**config.mk**
```make
export PLATFORM = sky130hd
export DESIGN_NAME = rxck_verifier
export DESIGN_NICKNAME = d
export VERILOG_FILES = /design/src/rtl/rxck_pkg.sv /design/src/rtl/rxck_ocsum.sv /design/src/rtl/rxck_parse.sv /design/src/rtl/rxck_verifier.sv
export SDC_FILE = /design/constraint.sdc
export NUM_CORES = 1
export LEC_CHECK = 0
export BUFFER_PORTS_ARGS = -buffer_cell sky130_fd_sc_hd__buf_2
export CORE_MARGIN = 2
export CORE_UTILIZATION = 30
export DETAILED_ROUTE_END_ITERATION = 8
export SLEW_MARGIN = 10
export SYNTH_ARGS = -nofsm -noshare
export SYNTH_HDL_FRONTEND = slang
export SYNTH_HIERARCHICAL = 1
export SYNTH_SLANG_ARGS = --single-unit
```
**constraint.sdc**
```tcl
create_clock -name clk -period 24.1 [get_ports clk]
set_input_delay 4.82 -clock clk [delete_from_list [all_inputs] [get_ports clk]]
set_output_delay 4.82 -clock clk [all_outputs]
set_load 0.01 [all_outputs]
```
**src/rtl/rxck_pkg.sv**
```systemverilog
package rxck_pkg;

   localparam logic [15:0] ETYPE_IPV4    = 16'h0800;
   localparam int          MAC_HDR_BYTES = 14;
   localparam int          SNAP_BYTES    = 8;
   localparam int          UDP_HDR_BYTES = 8;
   localparam int          TCP_HDR_BYTES = 20;
   localparam logic [7:0]  PROTO_TCP     = 8'd6;
   localparam logic [7:0]  PROTO_UDP     = 8'd17;

   typedef enum logic [1:0] {
      L4_NONE = 2'd0,
      L4_TCP  = 2'd1,
      L4_UDP  = 2'd2
   } l4_kind_e;

   // 16-bit ones'-complement addition with end-around carry
   function automatic logic [15:0] oc_add(input logic [15:0] a, input logic [15:0] b);
      logic [16:0] s;
      s = {1'b0, a} + {1'b0, b};
      return s[15:0] + {15'd0, s[16]};
   endfunction

   // expected SNAP header byte at index 0..7
   function automatic logic [7:0] snap_byte(input logic [2:0] idx);
      case (idx)
         3'd0, 3'd1: return 8'hAA;
         3'd2:       return 8'h03;
         3'd6:       return 8'h08;
         default:    return 8'h00;
      endcase
   endfunction

endpackage

```
**src/rtl/rxck_ocsum.sv**
```systemverilog
module rxck_ocsum import rxck_pkg::*; (
   input  logic        clk,
   input  logic        rst_n,
   input  logic        beat,
   input  logic        clear,
   input  logic        en,
   input  logic [7:0]  din,
   output logic [15:0] sum_o
);

   logic [15:0] acc_q, acc_b;
   logic [7:0]  hi_q;
   logic        have_q, have_b;

   always_comb begin
      acc_b  = clear ? 16'd0 : acc_q;
      have_b = clear ? 1'b0  : have_q;
   end

   always_ff @(posedge clk or negedge rst_n) begin
      if (!rst_n) begin
         acc_q  <= '0;
         hi_q   <= '0;
         have_q <= 1'b0;
      end else if (beat) begin
         if (en) begin
            if (have_b) begin
               acc_q  <= oc_add(acc_b, {hi_q, din});
               have_q <= 1'b0;
            end else begin
               acc_q  <= acc_b;
               hi_q   <= din;
               have_q <= 1'b1;
            end
         end else begin
            acc_q  <= acc_b;
            have_q <= have_b;
         end
      end
   end

   // pending odd byte counts as high byte with zero low byte
   assign sum_o = have_q ? oc_add(acc_q, {hi_q, 8'h00}) : acc_q;

   a_r6_pair_closes: assert property (@(posedge clk) disable iff (!rst_n)
      (beat && en && !clear && have_q) |=> !have_q);
   a_r6_pair_opens: assert property (@(posedge clk) disable iff (!rst_n)
      (beat && en && (clear || !have_q)) |=> have_q);

endmodule

```
**src/rtl/rxck_parse.sv**
```systemverilog
module rxck_parse import rxck_pkg::*; #(
   parameter int          MAX_FRAME_BYTES = 2048,
   parameter bit          SNAP_EN         = 1'b1,
   parameter logic [15:0] TYPE_THRESH     = 16'h05DC
) (
   input  logic        clk,
   input  logic        rst_n,
   input  logic        in_valid,
   input  logic [7:0]  in_data,
   input  logic        in_last,
   input  logic        compat_mode,
   output logic        beat_o,
   output logic        sof_o,
   output logic        hdr_en_o,
   output logic        l4_en_o,
   output logic        done_o,
   output logic        compat_o,
   output logic        fail_o,
   output l4_kind_e    kind_o,
   output logic [7:0]  proto_o,
   output logic [15:0] l4len_o,
   output logic [15:0] udp_ck_o
);

   localparam int          PW        = $clog2(MAX_FRAME_BYTES + 1);
   localparam logic [PW-1:0] CNT_MAX = PW'(MAX_FRAME_BYTES);
   localparam logic [16:0] BASE_V2   = 17'(MAC_HDR_BYTES);
   localparam logic [16:0] BASE_SNAP = 17'(MAC_HDR_BYTES + SNAP_BYTES);
   localparam logic [16:0] MAC_END   = 17'(MAC_HDR_BYTES);

   if (MAX_FRAME_BYTES < 64 || MAX_FRAME_BYTES > 65535) begin : g_bad_max
      $error("rxck_parse: MAX_FRAME_BYTES must lie in 64..65535");
   end
   if (TYPE_THRESH == 16'd0) begin : g_bad_thresh
      $error("rxck_parse: TYPE_THRESH must be non-zero");
   end

   // registered frame state
   logic          sof_q, done_q, compat_q, fail_q, base_ok_q, snap_q;
   logic [PW-1:0] cnt_q;
   logic [7:0]    lt_hi_q, tl_hi_q, proto_q, uck_hi_q, uck_lo_q;
   logic [3:0]    ihl_q;
   logic [15:0]   tl_q;

   // next state
   logic          compat_n, fail_n, base_ok_n, snap_n;
   logic [PW-1:0] cnt_n;
   logic [7:0]    lt_hi_n, tl_hi_n, proto_n, uck_hi_n, uck_lo_n;
   logic [3:0]    ihl_n;
   logic [15:0]   tl_n;

   // per-byte decode
   logic          snap_b, base_ok_b, in_ip, in_hdr, in_l4, snap_allow;
   logic [PW-1:0] cnt_b;
   logic [16:0]   pos, base, rel, hlen_cur, tl_cur, l4rel;
   logic [15:0]   lt_word;
   logic [2:0]    snap_idx;

   assign lt_word = {lt_hi_q, in_data};

   if (SNAP_EN) begin : g_snap
      assign snap_allow = (lt_word < TYPE_THRESH);
   end else begin : g_nosnap
      assign snap_allow = 1'b0;
   end

   always_comb begin
      compat_n  = sof_q ? compat_mode : compat_q;
      cnt_b     = sof_q ? '0 : cnt_q;
      fail_n    = sof_q ? 1'b0 : fail_q;
      base_ok_b = sof_q ? 1'b0 : base_ok_q;
      snap_b    = sof_q ? 1'b0 : snap_q;
      ihl_n     = sof_q ? 4'd0 : ihl_q;
      base_ok_n = base_ok_b;
      snap_n    = snap_b;
      lt_hi_n   = lt_hi_q;
      tl_hi_n   = tl_hi_q;
      tl_n      = tl_q;
      proto_n   = proto_q;
      uck_hi_n  = uck_hi_q;
      uck_lo_n  = uck_lo_q;
      cnt_n     = (cnt_b == CNT_MAX) ? cnt_b : cnt_b + PW'(1);

      pos      = 17'(cnt_b);
      base     = snap_b ? BASE_SNAP : BASE_V2;
      in_ip    = base_ok_b && (pos >= base);
      rel      = pos - base;
      hlen_cur = {11'd0, ihl_q, 2'b00};
      tl_cur   = {1'b0, tl_q};
      in_hdr   = in_ip && ((rel == 17'd0) || (rel < hlen_cur));
      in_l4    = in_ip && (rel >= 17'd20) && (rel >= hlen_cur) && (rel < tl_cur);
      l4rel    = rel - hlen_cur;
      snap_idx = 3'(pos - MAC_END);

      // encapsulation
      if (pos == 17'd12) lt_hi_n = in_data;
      if (pos == 17'd13) begin
         if (lt_word == ETYPE_IPV4) begin
            base_ok_n = 1'b1;
         end else if (snap_allow) begin
            base_ok_n = 1'b1;
            snap_n    = 1'b1;
         end else begin
            fail_n = 1'b1;
         end
      end
      if (snap_b && pos >= MAC_END && pos < BASE_SNAP && in_data != snap_byte(snap_idx))
         fail_n = 1'b1;

      // IPv4 header fields
      if (in_ip) begin
         case (rel)
            17'd0: begin
               ihl_n = in_data[3:0];
               if (in_data[7:4] != 4'd4 || in_data[3:0] < 4'd5) fail_n = 1'b1;
            end
            17'd2: tl_hi_n = in_data;
            17'd3: tl_n    = {tl_hi_q, in_data};
            17'd9: proto_n = in_data;
            default: ;
         endcase
      end

      // UDP checksum field capture
      if (in_l4 && proto_q == PROTO_UDP) begin
         if (l4rel == 17'd6) uck_hi_n = in_data;
         if (l4rel == 17'd7) uck_lo_n = in_data;
      end
   end

   assign beat_o   = in_valid;
   assign sof_o    = sof_q;
   assign hdr_en_o = compat_n ? (pos >= MAC_END) : in_hdr;
   assign l4_en_o  = !compat_n && in_ip &&
                     (((rel >= 17'd12) && (rel < 17'd20)) || in_l4);

   always_ff @(posedge clk or negedge rst_n) begin
      if (!rst_n) begin
         sof_q     <= 1'b1;
         done_q    <= 1'b0;
         compat_q  <= 1'b0;
         fail_q    <= 1'b0;
         base_ok_q <= 1'b0;
         snap_q    <= 1'b0;
         cnt_q     <= '0;
         lt_hi_q   <= '0;
         tl_hi_q   <= '0;
         proto_q   <= '0;
         uck_hi_q  <= '0;
         uck_lo_q  <= '0;
         ihl_q     <= '0;
         tl_q      <= '0;
      end else begin
         done_q <= in_valid && in_last;
         if (in_valid) begin
            sof_q     <= in_last;
            compat_q  <= compat_n;
            fail_q    <= fail_n;
            base_ok_q <= base_ok_n;
            snap_q    <= snap_n;
            cnt_q     <= cnt_n;
            lt_hi_q   <= lt_hi_n;
            tl_hi_q   <= tl_hi_n;
            proto_q   <= proto_n;
            uck_hi_q  <= uck_hi_n;
            uck_lo_q  <= uck_lo_n;
            ihl_q     <= ihl_n;
            tl_q      <= tl_n;
         end
      end
   end

   // end-of-frame evaluation from held state
   logic [16:0] hlen_q, tl_q17, need, min_l4, base_q, got;
   always_comb begin
      if (proto_q == PROTO_TCP)      kind_o = L4_TCP;
      else if (proto_q == PROTO_UDP) kind_o = L4_UDP;
      else                           kind_o = L4_NONE;
      hlen_q = {11'd0, ihl_q, 2'b00};
      tl_q17 = {1'b0, tl_q};
      base_q = snap_q ? BASE_SNAP : BASE_V2;
      got    = 17'(cnt_q);
      case (kind_o)
         L4_TCP:  min_l4 = 17'(TCP_HDR_BYTES);
         L4_UDP:  min_l4 = 17'(UDP_HDR_BYTES);
         default: min_l4 = 17'd0;
      endcase
      need   = (kind_o != L4_NONE) ? tl_q17 : hlen_q;
      fail_o = !compat_q && (fail_q || !base_ok_q || (hlen_q < 17'd20) ||
                             (got < base_q + need) || (tl_q17 < hlen_q + min_l4));
   end

   assign done_o   = done_q;
   assign compat_o = compat_q;
   assign proto_o  = proto_q;
   assign l4len_o  = tl_q - {10'd0, ihl_q, 2'b00};
   assign udp_ck_o = {uck_hi_q, uck_lo_q};

   a_r12_status_follows_last: assert property (@(posedge clk) disable iff (!rst_n)
      (in_valid && in_last) |=> done_q);
   a_r12_status_needs_last: assert property (@(posedge clk) disable iff (!rst_n)
      done_q |-> $past(in_valid && in_last));
   a_r10_fail_sticky: assert property (@(posedge clk) disable iff (!rst_n)
      (in_valid && !sof_q && fail_q) |=> fail_q);
   a_r11_mode_held: assert property (@(posedge clk) disable iff (!rst_n)
      (in_valid && !sof_q) |=> $stable(compat_q));

endmodule

```
**src/rtl/rxck_verifier.sv**
```systemverilog
module rxck_verifier import rxck_pkg::*; #(
   parameter int          MAX_FRAME_BYTES = 2048,
   parameter bit          SNAP_EN         = 1'b1,
   parameter bit          UDP_ZERO_PASS   = 1'b1,
   parameter logic [15:0] TYPE_THRESH     = 16'h05DC
) (
   input  logic        clk,
   input  logic        rst_n,
   input  logic        compat_mode,
   input  logic        in_valid,
   input  logic [7:0]  in_data,
   input  logic        in_last,
   output logic        st_valid,
   output logic        st_parse_fail,
   output logic        st_ip_match,
   output logic        st_l4_checked,
   output logic        st_l4_match,
   output logic [15:0] st_sum
);

   logic        beat, sof, hdr_en, l4_en, done, compat, fail;
   l4_kind_e    kind;
   logic [7:0]  proto;
   logic [15:0] l4len, udp_ck, hdr_sum, l4_sum, l4_total;
   logic        udp_zero_ok, good;

   rxck_parse #(
      .MAX_FRAME_BYTES (MAX_FRAME_BYTES),
      .SNAP_EN         (SNAP_EN),
      .TYPE_THRESH     (TYPE_THRESH)
   ) u_parse (
      .clk         (clk),
      .rst_n       (rst_n),
      .in_valid    (in_valid),
      .in_data     (in_data),
      .in_last     (in_last),
      .compat_mode (compat_mode),
      .beat_o      (beat),
      .sof_o       (sof),
      .hdr_en_o    (hdr_en),
      .l4_en_o     (l4_en),
      .done_o      (done),
      .compat_o    (compat),
      .fail_o      (fail),
      .kind_o      (kind),
      .proto_o     (proto),
      .l4len_o     (l4len),
      .udp_ck_o    (udp_ck)
   );

   // header sum in normal mode, raw post-MAC sum in compatibility mode
   rxck_ocsum u_hdr_sum (
      .clk   (clk),
      .rst_n (rst_n),
      .beat  (beat),
      .clear (sof),
      .en    (hdr_en),
      .din   (in_data),
      .sum_o (hdr_sum)
   );

   // pseudo-header addresses plus L4 segment
   rxck_ocsum u_l4_sum (
      .clk   (clk),
      .rst_n (rst_n),
      .beat  (beat),
      .clear (sof),
      .en    (l4_en),
      .din   (in_data),
      .sum_o (l4_sum)
   );

   assign l4_total = oc_add(oc_add(l4_sum, {8'd0, proto}), l4len);

   if (UDP_ZERO_PASS) begin : g_udp_zero
      assign udp_zero_ok = (kind == L4_UDP) && (udp_ck == 16'd0);
   end else begin : g_udp_strict
      assign udp_zero_ok = 1'b0;
   end

   assign good          = done && !compat && !fail;
   assign st_valid      = done;
   assign st_parse_fail = done && fail;
   assign st_ip_match   = good && (hdr_sum == 16'hFFFF);
   assign st_l4_checked = good && (kind != L4_NONE);
   assign st_l4_match   = st_l4_checked && ((l4_total == 16'hFFFF) || udp_zero_ok);
   assign st_sum        = (done && compat) ? hdr_sum : 16'd0;

   a_r4_match_needs_check: assert property (@(posedge clk) disable iff (!rst_n)
      st_l4_match |-> st_l4_checked);
   a_r10_fail_masks: assert property (@(posedge clk) disable iff (!rst_n)
      st_parse_fail |-> (!st_ip_match && !st_l4_checked && !st_l4_match));
   a_r12_quiet_outside: assert property (@(posedge clk) disable iff (!rst_n)
      !st_valid |-> (!st_parse_fail && !st_ip_match && !st_l4_checked && st_sum == 16'd0));
   a_r12_one_cycle: assert property (@(posedge clk) disable iff (!rst_n)
      (st_valid && !(in_valid && in_last)) |=> !st_valid);
   a_r11_compat_no_flags: assert property (@(posedge clk) disable iff (!rst_n)
      (st_sum != 16'd0) |-> (!st_parse_fail && !st_ip_match && !st_l4_checked));

endmodule

```
[Word level (Yosys, flattened, before mapping)]
Cells that the tools add are included.
Storage, ports and cells
  output and inout bits: 21
  register bits after elaboration: 128
  word-level logic and storage cells: 167
Operators by class
  magnitude comparators: 14
  equality and inequality tests: 20
  add/subtract/negate cells: 19
  bitwise logic cells: 2
  multiplexer cells: 45
  reduce and logical (&&, ||, !) cells: 47
Operators by type and width (number)
  16-bit 2-to-1 mux: 10
  16-bit by 1-bit adder with 16-bit output: 6
  16-bit by 16-bit adder with 17-bit output: 5
  17-bit by 2-bit == test with 1-bit output, second input constant: 2
  17-bit by 3-bit == test with 1-bit output, second input constant: 2
  16-bit == test, second input constant: 2
  12-bit by 4-bit == test with 1-bit output, second input constant: 2
  1-bit 2-to-1 mux: 24
  12-bit 2-to-1 mux: 2
  8-bit case mux with 3 select lines: 1
  1-bit logical AND: 22
  3-bit AND reduction: 7
  16-bit by 8-bit adder with 17-bit output: 1
  17-bit adder: 1
  17-bit by 4-bit == test with 1-bit output, second input constant: 1
  17-bit by 4-bit >= comparator with 1-bit output, second input constant: 1
  17-bit by 5-bit >= comparator with 1-bit output, second input constant: 1
  17-bit by 6-bit >= comparator with 1-bit output: 1
  17-bit zero test: 1
  12-bit by 17-bit less-than comparator with 1-bit output: 1
  16-bit by 17-bit less-than comparator with 1-bit output: 1
  17-bit by 16-bit less-than comparator with 1-bit output: 1
  17-bit by 5-bit less-than comparator with 1-bit output, second input constant: 1
  17-bit by 6-bit less-than comparator with 1-bit output: 1
  35 further kinds: 50

[Depth between registers and ports, before layout]
Gate-level depths: netlist (run 1).
  depth in word-level cells: 14
  gate-level depth with buffers: 45
  depth with buffers taken out: 45

[Modules after synthesis]
The synthesis (run 1) kept the hierarchy.
Modules (own cells, without submodules)
  rxck_parse: instances 1, cells an instance 627, area an instance 5945.7 µm²
  rxck_ocsum: instances 2, cells an instance 337, area an instance 2827.7 µm²
  rxck_verifier: instances 1, cells an instance 275, area an instance 2044.5 µm²

[Worst setup path before layout (run 1)]
Ideal clock, no wire load.
  kind: register -> output
  from: reg u_l4_sum.acc_q[8]
  to: out st_l4_match
  required time: 19.280 ns
  path slack: 11.112 ns
  buffers on the path: 0
  stages on the path, launching flop included: 43
  arrival time: 8.168 ns
  path through: dfrtp_1 > ha_1 > inv_1 > fa_1 > nor2b_1 > o21ai_0 > a21boi_0 > o21ai_0 > a21boi_0 > o21ai_0 > nand2b_1 > ha_1 > ha_1 > nand4_1 > xnor2_1 > ha_1 > a21oi_2 > nor4b_2 > [... 7 more ...] > nor2_1 > ha_1 > a21o_1 > or3_1 > o21ai_1 > nand2_1 > a21oi_1 > nor2b_1 > o21ai_1 > nand2b_1 > ha_1 > ha_1 > nand3_1 > a211oi_1 > nand4_1 > a2111oi_0 > nand4_1 > o31ai_1
On the way
  longest elaborated chain between the ends: 10
Ends and longest elaborated chain
  start: declaration: line rxck_ocsum.sv:11  | logic [15:0] acc_q, acc_b;
  start signal: assignment: line rxck_ocsum.sv:28  | acc_q <= oc_add(acc_b, {hi_q, din});
  16-bit by 16-bit adder with 17-bit output: line rxck_pkg.sv:20  | s = {1'b0, a} + {1'b0, b};
  16-bit by 1-bit adder with 16-bit output: line rxck_pkg.sv:21  | return s[15:0] + {15'd0, s[16]};
  16-bit 2-to-1 mux: line rxck_ocsum.sv:43  | assign sum_o = have_q ? oc_add(acc_q, {hi_q, 8'h00}) : acc_q;
  via l4_sum[4]: line rxck_verifier.sv:24  | logic [15:0] l4len, udp_ck, hdr_sum, l4_sum, l4_total;
  16-bit by 8-bit adder with 17-bit output: line rxck_pkg.sv:20
  16-bit by 1-bit adder with 16-bit output: line rxck_pkg.sv:21
  16-bit by 16-bit adder with 17-bit output: line rxck_pkg.sv:20
  16-bit by 1-bit adder with 16-bit output: line rxck_pkg.sv:21
  16-bit == test: line rxck_verifier.sv:86  | assign st_l4_match = st_l4_checked && ((l4_total == 16'hFFFF) || udp_zero_ok);
  1-bit logical OR: line rxck_verifier.sv:86
  1-bit logical AND: line rxck_verifier.sv:86
  end: declaration: line rxck_verifier.sv:17  | output logic st_l4_match,
The timed path passes the listed nets, and every way through them passes these cells.

[Worst setup path in the final report (run 1)]
Ends and elaborated chain as after synthesis.

==> results of run 1 <==
-- kinds of logic (layout without fill, tap and decap cells) --
family	count (synthesis)	after routing	synth area share
fa+ha+maj	147	147	0.140
flops	128	128	0.235
compound gates	382	382	0.196
mux	78	78	0.0683
simple gates	568	568	0.230
xor+xnor	133	133	0.0898
other cells	0	1	0
buf+inv	140	162	0.0418
-- cells in the final DEF (no fill, tap or decap), types with 8 or more instances in the layout --
cell type and n:
nand4_1 30, a21o_1 28, nor2b_1 55, o22ai_1 16
dfrtp_1 127, nor3b_1 12, a21oi_1 77, xor2_1 49
o21a_1 8, mux2_2 56, a22oi_1 10, fa_1 9
a31oi_1 17, o21ai_1 18, nand2b_1 19, nand3_1 49
a21boi_0 9, inv_1 89, nor4_1 11, clkbuf_16 17
and2_1 13, or3_1 13, ha_1 138, o21ai_0 80
nand2_1 145, a211oi_1 17, and3_1 34, nor3_1 24
mux2_4 16, nor4b_1 8, a211o_1 8, xnor2_1 79
nor2_1 102, buf_2 32, buf_4 8
-- final cells by class --
cell class / count / area [µm²]
multi-input cells: 1308 / 9870
fillers: 4709 / 30000
clock inverters: 14 / 229
repair buffers: 41 / 231
well taps: 600 / 751
diodes: 1 / 2.50
clock buffers: 18 / 429
inverters: 89 / 334
flip-flops and latches: 128 / 3200
-- critical path, delay by kind of cell (launching register included) --
family	cells	cell delay [ns]
compound gates	14	3.32
xor+xnor	1	0.17
fa+ha+maj	9	2.65
buf+inv	2	0.25
flops	1	0.41
simple gates	17	2.91
-- sequential cells by signal (all words and copies together), names as in the netlist --
name,flops
u_parse/uck_lo_q,8
u_parse/base_ok_q,1
u_parse/proto_o,8
u_parse/done_o,1
u_hdr_sum/hi_q,8
u_l4_sum/have_q,1
u_parse/compat_o,1
u_parse/snap_q,1
u_parse/ihl_q,4
u_parse/tl_q,16
u_l4_sum/hi_q,8
u_hdr_sum/have_q,1
u_parse/lt_hi_q,8
u_parse/uck_hi_q,8
u_parse/sof_o,1
u_l4_sum/acc_q,16
u_parse/cnt_q,12
u_parse/tl_hi_q,8
u_parse/fail_q,1
u_hdr_sum/acc_q,16
-- layer usage --
metal,track usage,vias up,part of all wire
li1,-,5780,-
met1,0.219,5862,0.47
met2,0.278,239,0.47
met3,0.0243,41,0.038
met4,0.0507,0,0.021
met5,0,-,0
-- cell usage after synthesis (9+ instances only) --
master	count	area share
inv_1	89	0.024
o21ai_1	18	0.0066
o21ai_0	80	0.029
dfrtp_1	127	0.23
a22oi_1	10	0.0055
a211oi_1	17	0.0094
nor4_1	11	0.0050
and3_1	34	0.016
a31oi_1	17	0.0078
nor3b_1	12	0.0066
fa_1	9	0.013
xnor2_1	79	0.051
mux2_2	56	0.046
a21oi_1	77	0.028
ha_1	138	0.13
a21o_1	28	0.015
nor3_1	24	0.0088
xor2_1	49	0.031
nand4_1	30	0.014
nor2b_1	55	0.025
nand2_1	145	0.040
nand2b_1	19	0.0087
or3_1	13	0.0060
clkbuf_1	34	0.0094
o22ai_1	16	0.0073
mux2_4	16	0.018
nand3_1	49	0.018
a21boi_0	9	0.0050
and2_1	13	0.0060
nor2_1	102	0.028
-- power breakdown --
part           switching [mW]  total [mW]  internal, mW
combinational           0.266       0.453         0.187
clock                   0.108       0.294         0.186
sequential             0.0319       0.267         0.235
-- worst min-delay path by stage --
stage                        startpoint                  end  cells after the start
finish               u_parse/lt_hi_q[4]   u_parse/lt_hi_q[4]                      2
detailed placement   u_parse/lt_hi_q[4]   u_parse/lt_hi_q[4]                      2
CTS                  u_parse/lt_hi_q[4]   u_parse/lt_hi_q[4]                      2
global route        u_parse/uck_hi_q[0]  u_parse/uck_hi_q[0]                      1
global placement     u_parse/lt_hi_q[4]   u_parse/lt_hi_q[4]                      2
floorplan            u_parse/lt_hi_q[4]   u_parse/lt_hi_q[4]                      2
-- per-stage QoR --
step | total power, mW | hold slack, ns | area, µm² | worst slack, ns
floorplan | 0.602 | 0.441 | 13600 | 11.11
global placement | 0.709 | 0.476 | 14400 | 10.05
detailed placement | 0.716 | 0.481 | 14400 | 9.75
CTS | 1.01 | 0.493 | 15000 | 9.20
global route | 1.08 | 0.518 | 15000 | 8.18
finish | 1.01 | 0.493 | 15100 | 9.12
==> metrics.txt, run 1 <==
hold crit path type=reg -> reg; Inst Count DP=2166; Yosys reg bits=128; Sum Neg Setup Slack=0 ns; # rows=78; synthesized instance count=1576; layout cell share with drive strength beyond 1=0.123; clk buf depth=2; crit start category=register; reg2reg end=u_l4_sum/acc_q[15]; count of final setup violators=0; num ports=34; Synthesized Nets=1736; Async SR Flop Fraction=1.00; Max-Cap Viols=0; H-tree depth=4; fin crit share=0.622; Top FF cell, synth=dfrtp_1; # hold bufs at CTS=0; slowest CP cell=ha_1; total CTS buffers=17; Worst slew margin=0.193; Slew @ Worst Pin=1.20 ns; distinct cell type count after synthesis=104; CP most frequent cell=ha_1; grt total ovfl=0; largest net degree at the start of global routing=76; PwrDens=67.3 mW/mm²; Post-synth EDFFs=0; clock-pin transition on the worst setup and hold timing paths=0.06 ns; first-pass GRT wire length=62.6 mm; syn_area_per_cell=8.66 µm²; Critical Path Fanout Max=8; CP startpoint=u_l4_sum/acc_q[8]; Iter 0 DRT Violations=859; remaining antenna violation count after routing=0; DRC Markers=0; Cell Count, Final, Fillers Out=2199; DP Wirelength=29.2 mm; Slew Limit Fails=0; Post-Syn Area=0.0136 mm²; Sink Count=128; Chip Width=217 µm; R2R cell count=21; total track usage=0.165; Clk Latency, worst-skew pair=0.43 ns; drt total wl=38.8 mm; CTS tree=yes; Peak VDD IR=0.0454 mV; Starting Density=0.303; Pre-antenna DRT Iters=5; CTS root buf=clkbuf_16; worst endpoint required time=19.28 ns; Leak Pwr=6.68 nW; Worst EP arrival=10.16 ns; Routability Congestion=0.866; Period minus WS final=14.98 ns; Setup CP Type=reg -> out; routed length per placed instance=17.7 µm; R2R Setup Slk=17.98 ns; FF-to-FF Start=u_parse/sof_o; final hold vios=0; layout net count=1745; crit path capture type=primary output; Setup crit end=st_l4_match; Setup Skew=0.0125 ns; Core Region=0.0451 mm²; Via-to-Cell Ratio=5.42; fmax=66.8 MHz; Synth Warn #=6; unrepaired setup endpoints after global routing=false; postcts setup bufs=0; fin util=0.334; Die Ht=217 µm; crit-path max cell delay=0.45 ns; via count=11.9k; die area=0.0472 mm²; vias in the first global route=11.7k; synth-to-layout area growth=10.3%; # port buffers=33; register area share after synthesis=0.235; Resized cells post-CTS=0; initial antenna violation count=1; status=finished clean
(Power assumes the default switching activity.)
==> inputs of run 2 (changes only) <==
==> constraint.sdc (replaced) <==
create_clock -name clk -period 13.8 [get_ports clk]
set_input_delay 2.76 -clock clk [delete_from_list [all_inputs] [get_ports clk]]
set_output_delay 2.76 -clock clk [all_outputs]
set_load 0.01 [all_outputs]
==> run 2 against run 1 <==
Utilization is 0.053 points lower. Power is 72% higher. Hold slack worse by 0.0083 ns. Non-clock buffer count stayed put. Worst setup slack worse by 8.0 ns. Sequential power is 74% higher. Critical path type unchanged. Sequential share of layout area hardly changed. Critical endpoint unchanged.
==> metrics.txt, run 2 (synthesized netlist as in run 1, its figures left out) <==
status=finished clean; fmax=78.7 MHz; drt total wl=38.6 mm; synth-to-layout area growth=10.1%; post-place instance area=0.0144 mm²; Starting Density=0.303; clk buf depth=2; DP Wirelength=29.3 mm; Worst slew margin=0.208; total track usage=0.165; most common cell after layout, fill and taps aside=nand2_1; remaining antenna violation count after routing=0; Layout fillers=4716; total CTS buffers=17; commonest cells after routing, fill and taps aside=nand2_1 (145), ha_1 (138), dfrtp_1 (127); Period minus WS final=12.71 ns; num ports=34; Setup CP Type=reg -> out; largest net degree at the start of global routing=76; count of final setup violators=0; Core Region=0.0451 mm²; Routability Congestion=0.865; layout net count=1745; crit-path max cell delay=0.44 ns; overall power=1.74 mW; Sink Count=128; Int Pwr=1.04 mW; Sequential Power Share=0.267; vias in the first global route=11.7k; first-pass GRT wire length=62.6 mm; initial antenna violation count=1; via count=11.9k; fin util=0.333; CP most frequent cell=ha_1; cell area after layout=0.0150 mm²; Clk pwr share=0.281; layout cell share with drive strength beyond 1=0.123; grt total ovfl=0; Peak VDD IR=0.0766 mV; CTS root buf=clkbuf_16; clock-pin transition on the worst setup and hold timing paths=0.06 ns; routed length per placed instance=17.5 µm; Sw Ratio=0.404; CTS tree=yes; biggest regs=u_hdr_sum/acc_q x16, u_l4_sum/acc_q x16, u_parse/tl_q x16; die area=0.0472 mm²; pre-CTS setup slack=1.48 ns; hold crit path type=reg -> reg; combinational share of power=0.452; DRC Markers=0; Slew @ Worst Pin=1.18 ns; Iter 0 DRT Violations=835; register area=0.00320 mm²; PwrDens=116 mW/mm²; Setup Skew=0.0132 ns; Worst EP arrival=9.95 ns; slowest CP cell=ha_1; unrepaired setup endpoints after global routing=false; FF-to-FF Start=u_parse/sof_o; Slew Limit Fails=0; Inst Count DP=2166; Hold Path Origin=u_parse/lt_hi_q[4]; crit path capture type=primary output; Pre-antenna DRT Iters=6; Psw=0.704 mW; Fin Hold WS=0.485 ns; crit start category=register; fin crit share=0.921; Final Worst Setup Slack=1.09 ns; final hold vios=0; H-tree depth=4; Leak Pwr=6.67 nW; # port buffers=33; Max-Cap Viols=0; # hold bufs at CTS=0; Die Ht=217 µm; Cell Count, Final, Fillers Out=2200; Multi-input gate area=0.00987 mm²; Chip Width=217 µm; Critical Path Fanout Max=8; CP startpoint=u_l4_sum/acc_q[8]; Clk Latency, worst-skew pair=0.43 ns; worst endpoint required time=11.04 ns; Via-to-Cell Ratio=5.39; # rows=78; Sum Neg Setup Slack=0 ns
==> run 2: cell count changes in the layout (fill, tap and decap cells not counted), sizes merged <==
| cell | before | now |
|---|---|---|
| clkinv | 3 | 5 |
| clkbuf | 18 | 17 |
| diode | 1 | 2 |
| bufinv | 5 | 4 |
==> run 2: path summary, 6_finish.rpt <==
path                                 endpoint  slack [ns]  cells past startpoint
max                               st_l4_match        1.09                     43
min                        u_parse/lt_hi_q[4]        0.49                      2
max reg2reg                u_l4_sum/acc_q[15]        7.79                     17
min reg2reg                u_parse/lt_hi_q[4]        0.49                      2
max in group asynchronous    u_l4_sum/hi_q[7]       10.25                      2
min in group asynchronous    u_parse/cnt_q[4]        2.38                      1
==> run 2: per-layer routing <==
layer	global-route usage	wire length, µm
met1	0.220	18400
met2	0.280	18400
met3	0.0187	1040
met4	0.0470	743
met5	0	0
==> run 2: cell type report <==
class | count | share of cell area
Antenna cell | 2 | 0.000333
Clock buffer | 17 | 0.0283
Clock inverter | 15 | 0.0137
Inverter | 89 | 0.0222
Multi-Input combinational cell | 1308 | 0.657
Sequential cell | 128 | 0.213
Tap cell | 600 | 0.0500
Timing Repair Buffer | 41 | 0.0154
==> run 2: power groups by stage <==
stage          Clock [mW]  Combinational (mW)  Sequential (mW)
3_3_place_gp            0               0.768            0.470
3_5_place_dp            0               0.777            0.470
4_1_cts             0.500               0.785            0.464
2_1_floorplan           0               0.604            0.447
5_1_grt             0.517               0.882            0.471
6_report            0.491               0.789            0.465
==> run 2: timing repair <==
action                                 CTS  global route
setup buffers                            0             0
gates resized for setup                  0             1
setup endpoints to repair                0             1
endpoints found under the hold margin    0             0
==> run 2: critical path, delay by kind of cell, from the launching register on <==
kind	cells	cell delay, ns
buf+inv	2	0.27
compound gates	14	3.15
fa+ha+maj	9	2.61
xor+xnor	1	0.16
flops	1	0.41
simple gates	17	2.91
